===== src/rtl/cfgwin_pkg.sv =====
package cfgwin_pkg;
    localparam int DATA_W  = 32;
    localparam int BUS_W   = 9;
    localparam int DEV_W   = 5;
    localparam int FN_W    = 3;
    localparam int REG_W   = 12;
    localparam int FN_LSB  = REG_W;
    localparam int DEV_LSB = FN_LSB + FN_W;
    localparam int BUS_LSB = DEV_LSB + DEV_W;
    localparam int FIELD_W = BUS_LSB + BUS_W;

    typedef enum logic [1:0] {
        SZ_BYTE = 2'd0,
        SZ_HALF = 2'd1,
        SZ_WORD = 2'd2,
        SZ_RSVD = 2'd3
    } acc_size_e;

    typedef enum logic [1:0] {
        ST_IDLE  = 2'd0,
        ST_ISSUE = 2'd1,
        ST_WAIT  = 2'd2
    } seq_state_e;

    typedef struct packed {
        logic [BUS_W-1:0] bus;
        logic [DEV_W-1:0] dev;
        logic [FN_W-1:0]  fn;
        logic [REG_W-1:0] reg_off;
    } cfg_target_t;

    function automatic acc_size_e norm_size(input logic [1:0] code);
        return (code == 2'd3) ? SZ_WORD : acc_size_e'(code);
    endfunction

    function automatic logic [DATA_W-1:0] lane_mask(input acc_size_e s);
        logic [DATA_W-1:0] m;
        case (s)
            SZ_BYTE: m = DATA_W'(32'h0000_00FF);
            SZ_HALF: m = DATA_W'(32'h0000_FFFF);
            default: m = '1;
        endcase
        return m;
    endfunction
endpackage


===== src/rtl/cfgwin_map.sv =====
module cfgwin_map
    import cfgwin_pkg::*;
#(
    parameter int ADDR_W   = 32,
    parameter int MIN_LOG2 = 20,
    parameter int MAX_LOG2 = 28,
    localparam int LG_W    = $clog2(ADDR_W) + 1
) (
    input  logic               clk,
    input  logic               rst,
    input  logic               upd,
    input  logic               en,
    input  logic [ADDR_W-1:0]  base,
    input  logic [ADDR_W-1:0]  size,
    input  logic [ADDR_W-1:0]  addr,
    output logic               hit,
    output logic [FIELD_W-1:0] offset,
    output logic [LG_W-1:0]    win_lg
);
    localparam logic [ADDR_W-1:0] SIZE_MIN = ADDR_W'(1) << MIN_LOG2;
    localparam logic [ADDR_W-1:0] SIZE_MAX = ADDR_W'(1) << MAX_LOG2;

    logic              mapped_q;
    logic [ADDR_W-1:0] base_q;
    logic [ADDR_W-1:0] size_q;
    logic [LG_W-1:0]   lg_q;
    logic [LG_W-1:0]   lg_new;
    logic              size_ok;
    logic [ADDR_W-1:0] full_off;

    assign size_ok = (size != '0) && ((size & (size - ADDR_W'(1))) == '0)
                     && (size >= SIZE_MIN) && (size <= SIZE_MAX);

    always_comb begin
        lg_new = '0;
        for (int i = 0; i < ADDR_W; i++) begin
            if (size[i]) lg_new = LG_W'(i);
        end
    end

    always_ff @(posedge clk) begin
        if (rst) begin
            mapped_q <= 1'b0;
            base_q   <= '0;
            size_q   <= '0;
            lg_q     <= '0;
        end else if (upd) begin
            if (!en) begin
                mapped_q <= 1'b0;
            end else if (size_ok) begin
                mapped_q <= 1'b1;
                base_q   <= base;
                size_q   <= size;
                lg_q     <= lg_new;
            end
        end
    end

    assign full_off = addr - base_q;
    assign hit      = mapped_q && (full_off < size_q);
    assign offset   = full_off[FIELD_W-1:0];
    assign win_lg   = lg_q;
endmodule


===== src/rtl/cfgwin_split.sv =====
module cfgwin_split
    import cfgwin_pkg::*;
#(
    parameter int LG_W = 6
) (
    input  logic [FIELD_W-1:0] offset,
    input  logic [LG_W-1:0]    win_lg,
    output cfg_target_t        tgt
);
    logic [BUS_W-1:0] bus_keep;

    generate
        for (genvar i = 0; i < BUS_W; i++) begin : g_bus_mask
            assign bus_keep[i] = (BUS_LSB + i) < int'(win_lg);
        end
    endgenerate

    assign tgt.bus     = offset[BUS_LSB +: BUS_W] & bus_keep;
    assign tgt.dev     = offset[DEV_LSB +: DEV_W];
    assign tgt.fn      = offset[FN_LSB +: FN_W];
    assign tgt.reg_off = offset[REG_W-1:0];
endmodule


===== src/rtl/cfgwin_fill.sv =====
module cfgwin_fill
    import cfgwin_pkg::*;
(
    input  logic              is_write,
    input  logic              present,
    input  acc_size_e         size,
    input  logic [DATA_W-1:0] dn_rdata,
    output logic [DATA_W-1:0] rdata
);
    logic [DATA_W-1:0] mask;

    assign mask = lane_mask(size);

    always_comb begin
        if (is_write)      rdata = '0;
        else if (!present) rdata = mask;
        else               rdata = dn_rdata & mask;
    end
endmodule


===== src/rtl/cfgwin_decoder.sv =====
module cfgwin_decoder
    import cfgwin_pkg::*;
#(
    parameter int ADDR_W   = 32,
    parameter int MIN_LOG2 = 20,
    parameter int MAX_LOG2 = 28
) (
    input  logic              clk,
    input  logic              rst,
    input  logic              ctl_upd,
    input  logic              ctl_en,
    input  logic [ADDR_W-1:0] ctl_base,
    input  logic [ADDR_W-1:0] ctl_size,
    input  logic              h_valid,
    output logic              h_ready,
    input  logic [ADDR_W-1:0] h_addr,
    input  logic              h_write,
    input  logic [1:0]        h_size,
    input  logic [DATA_W-1:0] h_wdata,
    output logic              h_miss,
    output logic              r_valid,
    output logic [DATA_W-1:0] r_rdata,
    output logic              d_valid,
    input  logic              d_ready,
    output logic              d_write,
    output logic [BUS_W-1:0]  d_bus,
    output logic [DEV_W-1:0]  d_dev,
    output logic [FN_W-1:0]   d_fn,
    output logic [REG_W-1:0]  d_reg,
    output logic [1:0]        d_size,
    output logic [DATA_W-1:0] d_wdata,
    input  logic              d_rsp_valid,
    input  logic              d_rsp_present,
    input  logic [DATA_W-1:0] d_rsp_rdata
);
    localparam int LG_W = $clog2(ADDR_W) + 1;

    logic               win_hit;
    logic [FIELD_W-1:0] win_off;
    logic [LG_W-1:0]    win_lg;
    cfg_target_t        tgt_dec;
    logic [DATA_W-1:0]  fill_data;

    seq_state_e         state_q;
    cfg_target_t        tgt_q;
    logic               write_q;
    acc_size_e          size_q;
    logic [DATA_W-1:0]  wdata_q;
    logic               rvalid_q;
    logic [DATA_W-1:0]  rdata_q;
    logic               miss_q;

    cfgwin_map #(
        .ADDR_W  (ADDR_W),
        .MIN_LOG2(MIN_LOG2),
        .MAX_LOG2(MAX_LOG2)
    ) u_map (
        .clk   (clk),
        .rst   (rst),
        .upd   (ctl_upd),
        .en    (ctl_en),
        .base  (ctl_base),
        .size  (ctl_size),
        .addr  (h_addr),
        .hit   (win_hit),
        .offset(win_off),
        .win_lg(win_lg)
    );

    cfgwin_split #(.LG_W(LG_W)) u_split (
        .offset(win_off),
        .win_lg(win_lg),
        .tgt   (tgt_dec)
    );

    cfgwin_fill u_fill (
        .is_write(write_q),
        .present (d_rsp_present),
        .size    (size_q),
        .dn_rdata(d_rsp_rdata),
        .rdata   (fill_data)
    );

    always_ff @(posedge clk) begin
        if (rst) begin
            state_q  <= ST_IDLE;
            tgt_q    <= '0;
            write_q  <= 1'b0;
            size_q   <= SZ_WORD;
            wdata_q  <= '0;
            rvalid_q <= 1'b0;
            rdata_q  <= '0;
            miss_q   <= 1'b0;
        end else begin
            rvalid_q <= 1'b0;
            miss_q   <= 1'b0;
            case (state_q)
                ST_IDLE: begin
                    if (h_valid) begin
                        if (win_hit) begin
                            tgt_q   <= tgt_dec;
                            write_q <= h_write;
                            size_q  <= norm_size(h_size);
                            wdata_q <= h_wdata;
                            state_q <= ST_ISSUE;
                        end else begin
                            miss_q  <= 1'b1;
                        end
                    end
                end
                ST_ISSUE: begin
                    if (d_ready) state_q <= ST_WAIT;
                end
                ST_WAIT: begin
                    if (d_rsp_valid) begin
                        rvalid_q <= 1'b1;
                        rdata_q  <= fill_data;
                        state_q  <= ST_IDLE;
                    end
                end
                default: state_q <= ST_IDLE;
            endcase
        end
    end

    assign h_ready = (state_q == ST_IDLE);
    assign h_miss  = miss_q;
    assign r_valid = rvalid_q;
    assign r_rdata = rdata_q;
    assign d_valid = (state_q == ST_ISSUE);
    assign d_write = write_q;
    assign d_bus   = tgt_q.bus;
    assign d_dev   = tgt_q.dev;
    assign d_fn    = tgt_q.fn;
    assign d_reg   = tgt_q.reg_off;
    assign d_size  = size_q;
    assign d_wdata = wdata_q;
endmodule


===== config.mk =====
export PLATFORM = sky130hd
export DESIGN_NAME = cfgwin_decoder
export DESIGN_NICKNAME = d
export VERILOG_FILES = /design/src/rtl/cfgwin_pkg.sv /design/src/rtl/cfgwin_map.sv /design/src/rtl/cfgwin_split.sv /design/src/rtl/cfgwin_fill.sv /design/src/rtl/cfgwin_decoder.sv
export SDC_FILE = /design/constraint.sdc
export NUM_CORES = 1
export LEC_CHECK = 0
export BUFFER_PORTS_ARGS = -buffer_cell sky130_fd_sc_hd__buf_2
export CELL_PAD_IN_SITES_DETAIL_PLACEMENT = 0
export CELL_PAD_IN_SITES_GLOBAL_PLACEMENT = 1
export CORE_MARGIN = 10
export CORE_UTILIZATION = 40
export CTS_BUF_LIST = sky130_fd_sc_hd__clkbuf_8 sky130_fd_sc_hd__clkbuf_16
export CTS_CLUSTER_SIZE = 16
export DETAILED_ROUTE_END_ITERATION = 8
export PLACE_DENSITY = 0.88
export SETUP_SLACK_MARGIN = 0.2
export SLEW_MARGIN = 10
export SYNTH_ARGS = -nofsm -noshare
export SYNTH_HDL_FRONTEND = slang
export SYNTH_HIERARCHICAL = 1
export SYNTH_SLANG_ARGS = --single-unit

===== constraint.sdc =====
create_clock -name clk -period 5.4 [get_ports clk]
set_input_delay 0.81 -clock clk [delete_from_list [all_inputs] [get_ports clk]]
set_output_delay 0.81 -clock clk [all_outputs]
set_load 0.01 [all_outputs]

; Yosys cells after proc, flatten, opt, wreduce, memory -nomap -nowiden
; Cells that the tools add are included.
; W data, S select, Z words.
[word_totals]
reg_bits = 171
inputBits = 171
[classes]
add_sub_neg = 2
n_lt_le_gt_ge = 12
eq_ne = 9
mux = 44
bitwise = 6
n_reduce_logical = 15
[op_table]
columns = op, n
row1 = $mux W5, 16
row2 = $and A32 B32 Y32, 2
row3 = $mux W32, 2
row4 = $pmux W32 S2, 1
row5 = $lt A5 B6 Y1 const A, 9
row6 = $ge A32 B21 Y1 const B, 1
row7 = $le A32 B29 Y1 const B, 1
row8 = $logic_not A32 Y1, 1
row9 = $lt A32 B32 Y1, 1
row10 = $mux W4, 8
row11 = $reduce_bool A32 Y1, 1
row12 = $sub A32 B1 Y32 const B, 1
row13 = $sub A32 B32 Y32, 1
row14 = $mux W2, 7
row15 = $mux W3, 4
row16 = $and A9 B9 Y9, 1
row17 = $ne A2 B1 Y1 const B, 3
row18 = $pmux W2 S3, 1
row19 = $reduce_and A3 Y1, 2
row20 = $mux W1, 5
row21 = $eq A2 B1 Y1 const B, 2
row22 = $eq A2 B2 Y1 const B, 2
row23 = $logic_and A1 B1 Y1, 4
row24 = $logic_not A2 Y1, 2
row25 = other kinds (6), 10

; Depth between registers and ports, before layout
; Gate-level depths: netlist of the first run.
[depth]
depth_word = 31
mapped_depth = 24
depth_no_buf = 22

; Cells and area by module
; Netlist of the first run, hierarchy kept.
[modules_own_cells]
columns = mod, n_inst, cells_per_inst, area_each_um2, seq_area_each_um2
row1 = cfgwin_map, 1, 670, 5385.2, 1401.3
row2 = cfgwin_decoder, 1, 432, 4493.1, 2001.9
row3 = cfgwin_fill, 1, 72, 407.9, 0.0
row4 = cfgwin_split, 1, 43, 290.3, 0.0

; Least setup slack after synthesis of the first run
; OpenSTA, ideal clock, no wires.
[synth_timing]
path_type = input to register
from = in h_addr[16]
to = reg size_q[0] (netlist: d_size[0])
setup_time_ns = 0.072
arrival_time_ns = 4.842
slack_ns = 0.486
stages = 22
path_buffers = 2
path_cell_list = ha_1 -> a211oi_1 -> o21ai_1 -> a221o_1 -> or3_1 -> o21ai_1 -> o21bai_1 -> a21oi_1 -> xnor2_1 -> ha_1 -> a21o_1 -> a21o_1 -> a21o_1 -> a21o_1 -> a21o_1 -> a31oi_1 -> nand4_1 -> nand2_1 -> and4bb_4 -> buf_8 -> buf_12 -> mux2i_1
[synth_between]
elab_chain_len = 4
[synth_lines]
columns = element, line
row1 = start: declaration, cfgwin_decoder.sv:16  ; input logic [ADDR_W-1:0] h_addr,
row2 = $sub A32 B32 Y32, cfgwin_map.sv:59  ; assign full_off = addr - base_q;
row3 = named net win_off[25], cfgwin_decoder.sv:39  ; logic [FIELD_W-1:0] win_off;
row4 = $lt A32 B32 Y1, cfgwin_map.sv:60  ; assign hit = mapped_q && (full_off < size_q);
row5 = $logic_and A1 B1 Y1, cfgwin_map.sv:60
row6 = named net win_hit, cfgwin_decoder.sv:38  ; logic win_hit;
row7 = $reduce_and A3 Y1 (no source line), n/a
row8 = end signal: assignment, cfgwin_decoder.sv:103  ; size_q <= norm_size(h_size);
row9 = end: declaration, cfgwin_decoder.sv:47  ; acc_size_e size_q;
; The timed path passes the listed nets, and every way through them passes these cells.
; A chain may end at the register's enable or synchronous reset.

; Worst setup path in the final report of the first run
[layout_timing]
from = in h_addr[0]
to = reg state_q[0]
[layout_between]
elab_chain_len = 5
[layout_lines]
columns = element, line
row1 = $sub A32 B32 Y32, cfgwin_map.sv:59
row2 = named net win_off[20], cfgwin_decoder.sv:39
row3 = $lt A32 B32 Y1, cfgwin_map.sv:60
row4 = $logic_and A1 B1 Y1, cfgwin_map.sv:60
row5 = named net win_hit, cfgwin_decoder.sv:38
row6 = $ne A2 B1 Y1 (no source line), n/a
row7 = $reduce_and A4 Y1 (no source line), n/a
row8 = end signal: assignment, cfgwin_decoder.sv:86  ; state_q <= ST_IDLE;
row9 = end signal: assignment, cfgwin_decoder.sv:105  ; state_q <= ST_ISSUE;
row10 = end signal: assignment, cfgwin_decoder.sv:112  ; if (d_ready) state_q <= ST_WAIT;
row11 = end: declaration, cfgwin_decoder.sv:44  ; seq_state_e state_q;
; The timed path passes the listed nets, and every way through them passes these cells.

==> out/qor.yml, run 1 <==
timing:
  clock_skew_ps: 13.11
  rsz0062_at_grt: "false"
  fmax_mhz: 203.6
  slew_headroom: 0.3284
  finalCritPeriodShare: 0.9098
  hold_viol: 0
  worst_slack_ps: 487.3
  worst_pin_slew_ps: 1007
  whs_ps: 471.2
  period_needed_ps: 4913
  setup_viol: 0
  drv_slew: 0
routing:
  firstDrtPassIters: 5
  num_vias: 8949
  drt-initial-drc-count: 376
  drc_errors: 0
  postRouteAntennaNets: 0
  wl_per_cell_um: 16.52
  wirelength_mm: 29.78
  via_per_inst: 4.963
floorplanning:
  pin_count: 271
  die_x_um: 182.6
  die_h_um: 182.6
  initial_core_util: 0.4059
  rows: 59
  core_area_mm2: 0.02606
  die-area_mm2: 0.03334
clock_network:
  cts_num_sinks: 170
  cts_hold_buf: 0
  cts_tree: "built"
  clock_latency_ps: 420
  clock-root-buffer: "clkbuf_16"
  clkSlewWorstSetupHoldPaths_ps: 70
  cts_made_buffers: 17
  cts_buffer_depth: 2
  htree_levels: 4
logic_synthesis:
  synthFlopType: "dfxtp_1"
  yosysWarnings: 6
  synth.most_common_cell: "nand2b_1"
  ys_seq_area_frac: 0.3218
  synth_top_family_by_area: "simple AND/OR/NAND/NOR gates"
  synthAdderAreaFrac: 0.07619
  synth_async_sr_flop_share: 0
  synth_xor_area_frac: 0.01987
  synth_top_area_frac: 0.3218
  netlist_instances: 1217
  synth-compound-area-share: 0.1317
  synthSimpleGateAreaFrac: 0.2238
  syn_nets: 1451
  synth_area_mm2: 0.01058
  yosys.area.top_type: "dfxtp_1"
  synth-seq-cells: 170
  synth_top_cells_by_count: "192 x nand2b_1, 170 x dfxtp_1, 139 x mux2i_1"
  synth_edf_count: 0
  ys_top_cells_by_area: "dfxtp_1 32%, mux2i_1 13%, nand2b_1 11%"
  yosys-mux-area-fraction: 0.1316
  ys_types: 77
  synth_area_per_cell_um2: 8.691
layout:
  nets: 1687
  drive_gt1_frac: 0.2456
  fillers: 2473
  area_growth_pct: 20.30
  post-route-util: 0.4883
  final_cells: 1803
setup_path:
  crit_fanout: 7
  crit_top_cell: "nand2_1"
  worstPathRequired_ps: 5710
  cp-start-kind: "input port"
  cp-startpoint: "h_addr[0]"
  slowest_delay_ps: 400
  critPathArrivalTime_ps: 5220
  r2r_start: "u_map/base_q[12]"
  end_kind: "flip-flop"
  cp_slowest_cell: "fa_1"
  timing_worst_setup_path_type: "input port to flip-flop"
power_and_ir_drop:
  total_power_uw: 2868
  p_per_area_mw_per_mm2: 225.4
  peakVddDrop_mv: 0.1438
  leakagePower_uw: 0.005685
global_route:
  track_usage: 0.1680
  grt_pass1_vias: 8784
  grt_max_degree: 179
  grt_first_pass_wirelength_mm: 45.93
  antenna_found_initial: 3
  grt_overflow: 0
hold_path:
  hp-class: "flip-flop to flip-flop"
  hold_start: "d_wdata[4]"
status:
  status: "complete, no violations"
place:
  portBuffers: 270
  preCtsSetupSlack_ps: -106.7
  dp.final_hpwl_mm: 22.78
  place_congestion: 0.8373
  dp_cells: 1763
job:
  drv_cap: 0
final timing paths:
| check | to | slack (ps) | cells past startpoint |
|---|---|---|---|
| max | state_q[0] | 490 | 25 |
| min | d_wdata[4] | 470 | 2 |
| max reg2reg | state_q[0] | 610 | 22 |
| min reg2reg | d_wdata[4] | 470 | 2 |
cell usage in the layout (no fill, tap or decap), types with 12 or more instances in the layout:
cell,count
mux2i_1,139
nand3_1,13
nor2_1,93
buf_4,13
and3_1,25
o21ai_0,20
clkbuf_16,20
dfxtp_1,170
nand2_1,25
buf_2,269
xnor2_1,19
inv_1,118
a21o_1,20
a211oi_1,12
a21oi_1,55
nand2b_1,192
o21ai_1,13
ha_1,62
layout make-up:
cell class / instances / area [µm²] / share of cell area
antenna: 2 / 5.005 / 0.0003934
tap: 335 / 419.2 / 0.03294
sequential: 170 / 3403 / 0.2675
inverter: 118 / 442.9 / 0.03481
multi-input combinational: 854 / 6221 / 0.4889
clock inverter: 15 / 156.4 / 0.01229
timing repair buffer: 292 / 1650 / 0.1297
clock buffer: 17 / 425.4 / 0.03343
report_power, final:
group          total [µW]  switching [µW]  internal (µW)
registers            1250           0.187           1250
clock network        1210             588            620
logic                 408             217            190
per-layer routing:
metal	up-vias	track usage	routed length, µm
li1	4588	-	-
met2	289	0.2647	13070
met4	2	0.03482	274
met3	21	0.06726	2921
met1	4049	0.2115	13490
met5	-	0	20
cells by family after synthesis:
| group | count (synthesis) |
|---|---|
| other cells | 1 |
| buf+inv | 193 |
| fa+ha+maj | 64 |
| compound gates | 207 |
| mux | 139 |
| xor+xnor | 24 |
| flops | 170 |
| simple gates | 419 |
stage by stage:
step / setup TNS, ps / cell area [µm²]
floorplan: 0 / 10580
global placement: -868.2 / 11950
detailed placement: -4008 / 11950
CTS: 0 / 12530
global route: 0 / 12720
finish: 0 / 12720
worst max-delay path: cells and delay by family:
family	cells	cell delay (ps)
adders and majority gates	3	880
xor gates and xnor gates	1	130
buffers and inverters	5	480
and+or+nand+nor	10	1550
AOI/OAI and AO/OA	6	1360
timing repair:
action / CTS / global route
setup endpoints to repair: 0 / 65
resized for setup: 0 / 13
buffers inserted: 0 / 2
Power figures use the tool's default switching activity.
==> run 2, diff against run 1 <==
--- a/config.mk
+++ b/config.mk
@@ -9,14 +9,13 @@
 export CELL_PAD_IN_SITES_DETAIL_PLACEMENT = 0
 export CELL_PAD_IN_SITES_GLOBAL_PLACEMENT = 1
 export CORE_MARGIN = 10
-export CORE_UTILIZATION = 40
+export CORE_UTILIZATION = 38
 export CTS_BUF_LIST = sky130_fd_sc_hd__clkbuf_8 sky130_fd_sc_hd__clkbuf_16
 export CTS_CLUSTER_SIZE = 16
 export DETAILED_ROUTE_END_ITERATION = 8
-export PLACE_DENSITY = 0.88
+export PLACE_DENSITY = 0.87
 export SETUP_SLACK_MARGIN = 0.2
 export SLEW_MARGIN = 10
 export SYNTH_ARGS = -nofsm -noshare
 export SYNTH_HDL_FRONTEND = slang
-export SYNTH_HIERARCHICAL = 1
 export SYNTH_SLANG_ARGS = --single-unit
==> run 2 against run 1 <==
Combinational power fell by 9.6%. Flip-flop and latch count did not move. First-iteration DRC count rose by 2.4%. Power fell by 2.4%. Register-to-register slack got worse by 270 ps. Cell count fell by 7.7%. Worst setup slack got worse by 210 ps.
==> out/qor.yml, run 2 <==
status:
  status: "complete, no violations"  # unchanged
floorplanning:
  die-area_mm2: 0.03019  # was 0.03334 mm²
  die_x_um: 173.7  # was 182.6 µm
  pin_count: 271  # unchanged
  die_h_um: 173.7  # was 182.6 µm
  rows: 56  # was 59
  initial_core_util: 0.3850  # was 0.4059
  core_area_mm2: 0.02333  # was 0.02606 mm²
global_route:
  grt_pass1_vias: 8159  # was 8784
  grt_overflow: 0  # unchanged
  grt_max_degree: 82  # was 179
  antenna_found_initial: 2  # was 3
  track_usage: 0.1702  # was 0.1680
  top_usage_layer: "met2"  # unchanged
  grt_use_met2: 0.2981  # was 0.2647
  grt_first_pass_wirelength_mm: 42.35  # was 45.93 mm
  met1_usage: 0.1981  # was 0.2115
  grt_use_met3: 0.04618  # was 0.06726
timing:
  tns_ps: 0  # unchanged
  fmax_mhz: 195.1  # was 203.6 MHz
  clock_skew_ps: 17.26  # was 13.11 ps
  drv_slew: 0  # unchanged
  setup_viol: 0  # unchanged
  worst_slack_ps: 273.3  # was 487.3 ps
  period_needed_ps: 5127  # was 4913 ps
  worst_pin_slew_ps: 1168  # was 1007 ps
  finalCritPeriodShare: 0.9494  # was 0.9098
  rsz0062_at_grt: "true"  # was false
  slew_headroom: 0.2152  # was 0.3284
  hold_viol: 0  # unchanged
layout:
  mostFrequentLayoutCells: "268 x buf_2, 169 x dfxtp_1, 145 x nor2_1"  # was 269 x buf_2, 192 x nand2b_1, 170 x dfxtp_1
  multiInputGateArea_mm2: 0.005164  # was 0.006221 mm²
  area_growth_pct: 30.24  # was 20.30%
  final-seq-area_mm2: 0.003405  # was 0.003403 mm²
  drive_gt1_frac: 0.2859  # was 0.2456
  layout_commonest_cell: "buf_2"  # unchanged
  nets: 1564  # was 1687
  fillers: 2321  # was 2473
  final_area_mm2: 0.01170  # was 0.01272 mm²
logic_synthesis:
  yosys.area.top_type: "dfxtp_1"  # unchanged
  synthAdderAreaFrac: 0.08859  # was 0.07619
  ys_top_cells_by_area: "dfxtp_1 38%, mux2i_1 10%, ha_1 8.6%"  # was dfxtp_1 32%, mux2i_1 13%, nand2b_1 11%
  synth_edf_count: 0  # unchanged
  netlist_instances: 1042  # was 1217
  synth_top_area_frac: 0.3789  # was 0.3218
  synth_xor_area_frac: 0.02340  # was 0.01987
  syn_nets: 1276  # was 1451
  synth-seq-cells: 170  # unchanged
  synth_top_cells_by_count: "170 x dfxtp_1, 146 x nor2_1, 94 x mux2i_1"  # was 192 x nand2b_1, 170 x dfxtp_1, 139 x mux2i_1
  synth_async_sr_flop_share: 0  # unchanged
  yosysWarnings: 0  # was 6
  synth.most_common_cell: "dfxtp_1"  # was nand2b_1
  synth-compound-area-share: 0.1592  # was 0.1317
  yosys-mux-area-fraction: 0.1047  # was 0.1316
  synth_area_per_cell_um2: 8.620  # was 8.691 µm²
  ys_types: 67  # was 77
  synth_top_family_by_area: "simple AND/OR/NAND/NOR gates"  # unchanged
  ys_seq_area_frac: 0.3789  # was 0.3218
  synthFlopType: "dfxtp_1"  # unchanged
  synth_area_mm2: 0.008982  # was 0.01058 mm²
  synthSimpleGateAreaFrac: 0.1828  # was 0.2238
setup_path:
  worstPathRequired_ps: 5680  # was 5710 ps
  cp-start-kind: "input port"  # unchanged
  crit_fanout: 6  # was 7
  critPathTopFamily: "compound AO/OA/AOI/OAI gates"  # was simple AND/OR/NAND/NOR gates
  critPathBufInv: 4  # was 5
  slowest_delay_ps: 550  # was 400 ps
  end_kind: "flip-flop"  # unchanged
  path_cells: "buf_2 > inv_1 > ha_2 > nor2b_4 > o31a_1 > or4b_4 > a21o_1 > a311o_1 > a31oi_2 > o311ai_2 > o31ai_1 > xnor2_1 > ha_1 > and2_4 > nand3_4 > nor2_4 > a221o_1 > a31oi_4 > and3_4 > buf_12 > clkbuf_16 > mux2i_1 > nor2_1"
  cp.depth: 23  # was 25
  critPathArrivalTime_ps: 5410  # was 5220 ps
  timing_worst_setup_path_type: "input port to flip-flop"  # unchanged
  reg2reg_depth: 22  # unchanged
  cp_slowest_cell: "or4b_4"  # was fa_1
clock_network:
  htree_levels: 4  # unchanged
  cts_tree: "built"  # unchanged
  clock-root-buffer: "clkbuf_16"  # unchanged
  cts_made_buffers: 17  # unchanged
  clkSlewWorstSetupHoldPaths_ps: 70  # about the same
  cts_hold_buf: 0  # unchanged
  cts_buffer_depth: 2  # unchanged
  cts_num_sinks: 170  # unchanged
  clock_latency_ps: 430  # was 420 ps
place:
  preCtsSetupSlack_ps: -427.8  # was -106.7 ps
  dp.final_hpwl_mm: 20.34  # was 22.78 mm
  placed_area_mm2: 0.01088  # was 0.01195 mm²
  portBuffers: 270  # unchanged
  place_congestion: 0.8729  # was 0.8373
routing:
  via_per_inst: 4.963  # about the same
  drt-initial-drc-count: 385  # was 376
  wl_per_cell_um: 16.01  # was 16.52 µm
  drc_errors: 0  # unchanged
  firstDrtPassIters: 5  # unchanged
  postRouteAntennaNets: 0  # unchanged
  num_vias: 8259  # was 8949
  wirelength_mm: 26.63  # was 29.78 mm
hold_path:
  hp-class: "flip-flop to flip-flop"  # unchanged
  hold_depth: 2  # unchanged
power_and_ir_drop:
  p_per_area_mw_per_mm2: 239.3  # was 225.4 mW/mm²
  peakVddDrop_mv: 0.1971  # was 0.1438 mV
  leakagePower_uw: 0.004843  # was 0.005685 µW
job:
  drv_cap: 0  # unchanged
[run 2: power breakdown]
group	internal, µW	total (µW)	switching (µW)
combinational	172	369	197
clock	610	1180	568
sequential	1250	1250	0.0822
total	2040	2800	764
[run 2: through the flow]
step                      utilization  power (µW)  std cells  hold slack [ps]
after global placement         0.4664        1631       1624            430.4
final                          0.5014        2800       1664            451.4
after floorplan                     -        1480       1042            430.3
after detailed placement       0.4664        1635       1624            438.3
after global routing           0.5014        2925       1664            472.9
after CTS                      0.4950        2816       1659            455.1
[run 2: worst reg2reg max path: cells and delay by family, from the launching register on]
kind / cells / cell delay, ps
AOI/OAI and AO/OA: 8 / 2060
and+or+nand+nor: 7 / 1310
adders and majority gates: 2 / 530
buffers and inverters: 3 / 360
DFF: 1 / 330
muxes: 1 / 180
xor gates and xnor gates: 1 / 130
[run 2: what timing repair did]
item	CTS	global route
endpoints found under the setup margin	64	65
hold endpoints to repair	0	0
pin swaps	4	17
gates cloned	2	1
gates resized for setup	7	25
setup buffers	1	2
[run 2: kinds of logic (layout without fill, tap and decap cells)]
logic type	count (synthesis)	after routing
AND/OR/NAND/NOR	338	338
AO/OA/AOI/OAI	215	215
flip-flops	170	170
buffers and inverters	138	439
multiplexers	94	94
adder cells (fa/ha/maj)	63	63
XOR/XNOR	24	24
other	0	2
[run 2: layer usage]
layer / vias up / routed length (µm)
li1: 4204 / -
met1: 3848 / 11420
met2: 179 / 13340
met3: 28 / 1411
met4: 0 / 459
met5: - / 0
[run 2: final timing paths]
| path | start | endpoint | slack (ps) |
|---|---|---|---|
| worst max-delay path | h_addr[0] | d_fn[1] | 270 |
| worst min-delay path | u_map.size_q[18] | u_map.size_q[18] | 450 |
| worst max register to register | u_map.base_q[1] | d_fn[1] | 340 |
| worst min register to register | u_map.size_q[18] | u_map.size_q[18] | 450 |
[run 2: final cells by class]
| class | count | area share |
|---|---|---|
| Tap cell | 319 | 0.03412 |
| Antenna cell | 2 | 0.0004278 |
| Multi-Input combinational cell | 734 | 0.4414 |
| Sequential cell | 170 | 0.2910 |
| Timing Repair Buffer | 318 | 0.1563 |
| Clock inverter | 15 | 0.01187 |
| Inverter | 89 | 0.02856 |
| Clock buffer | 17 | 0.03636 |
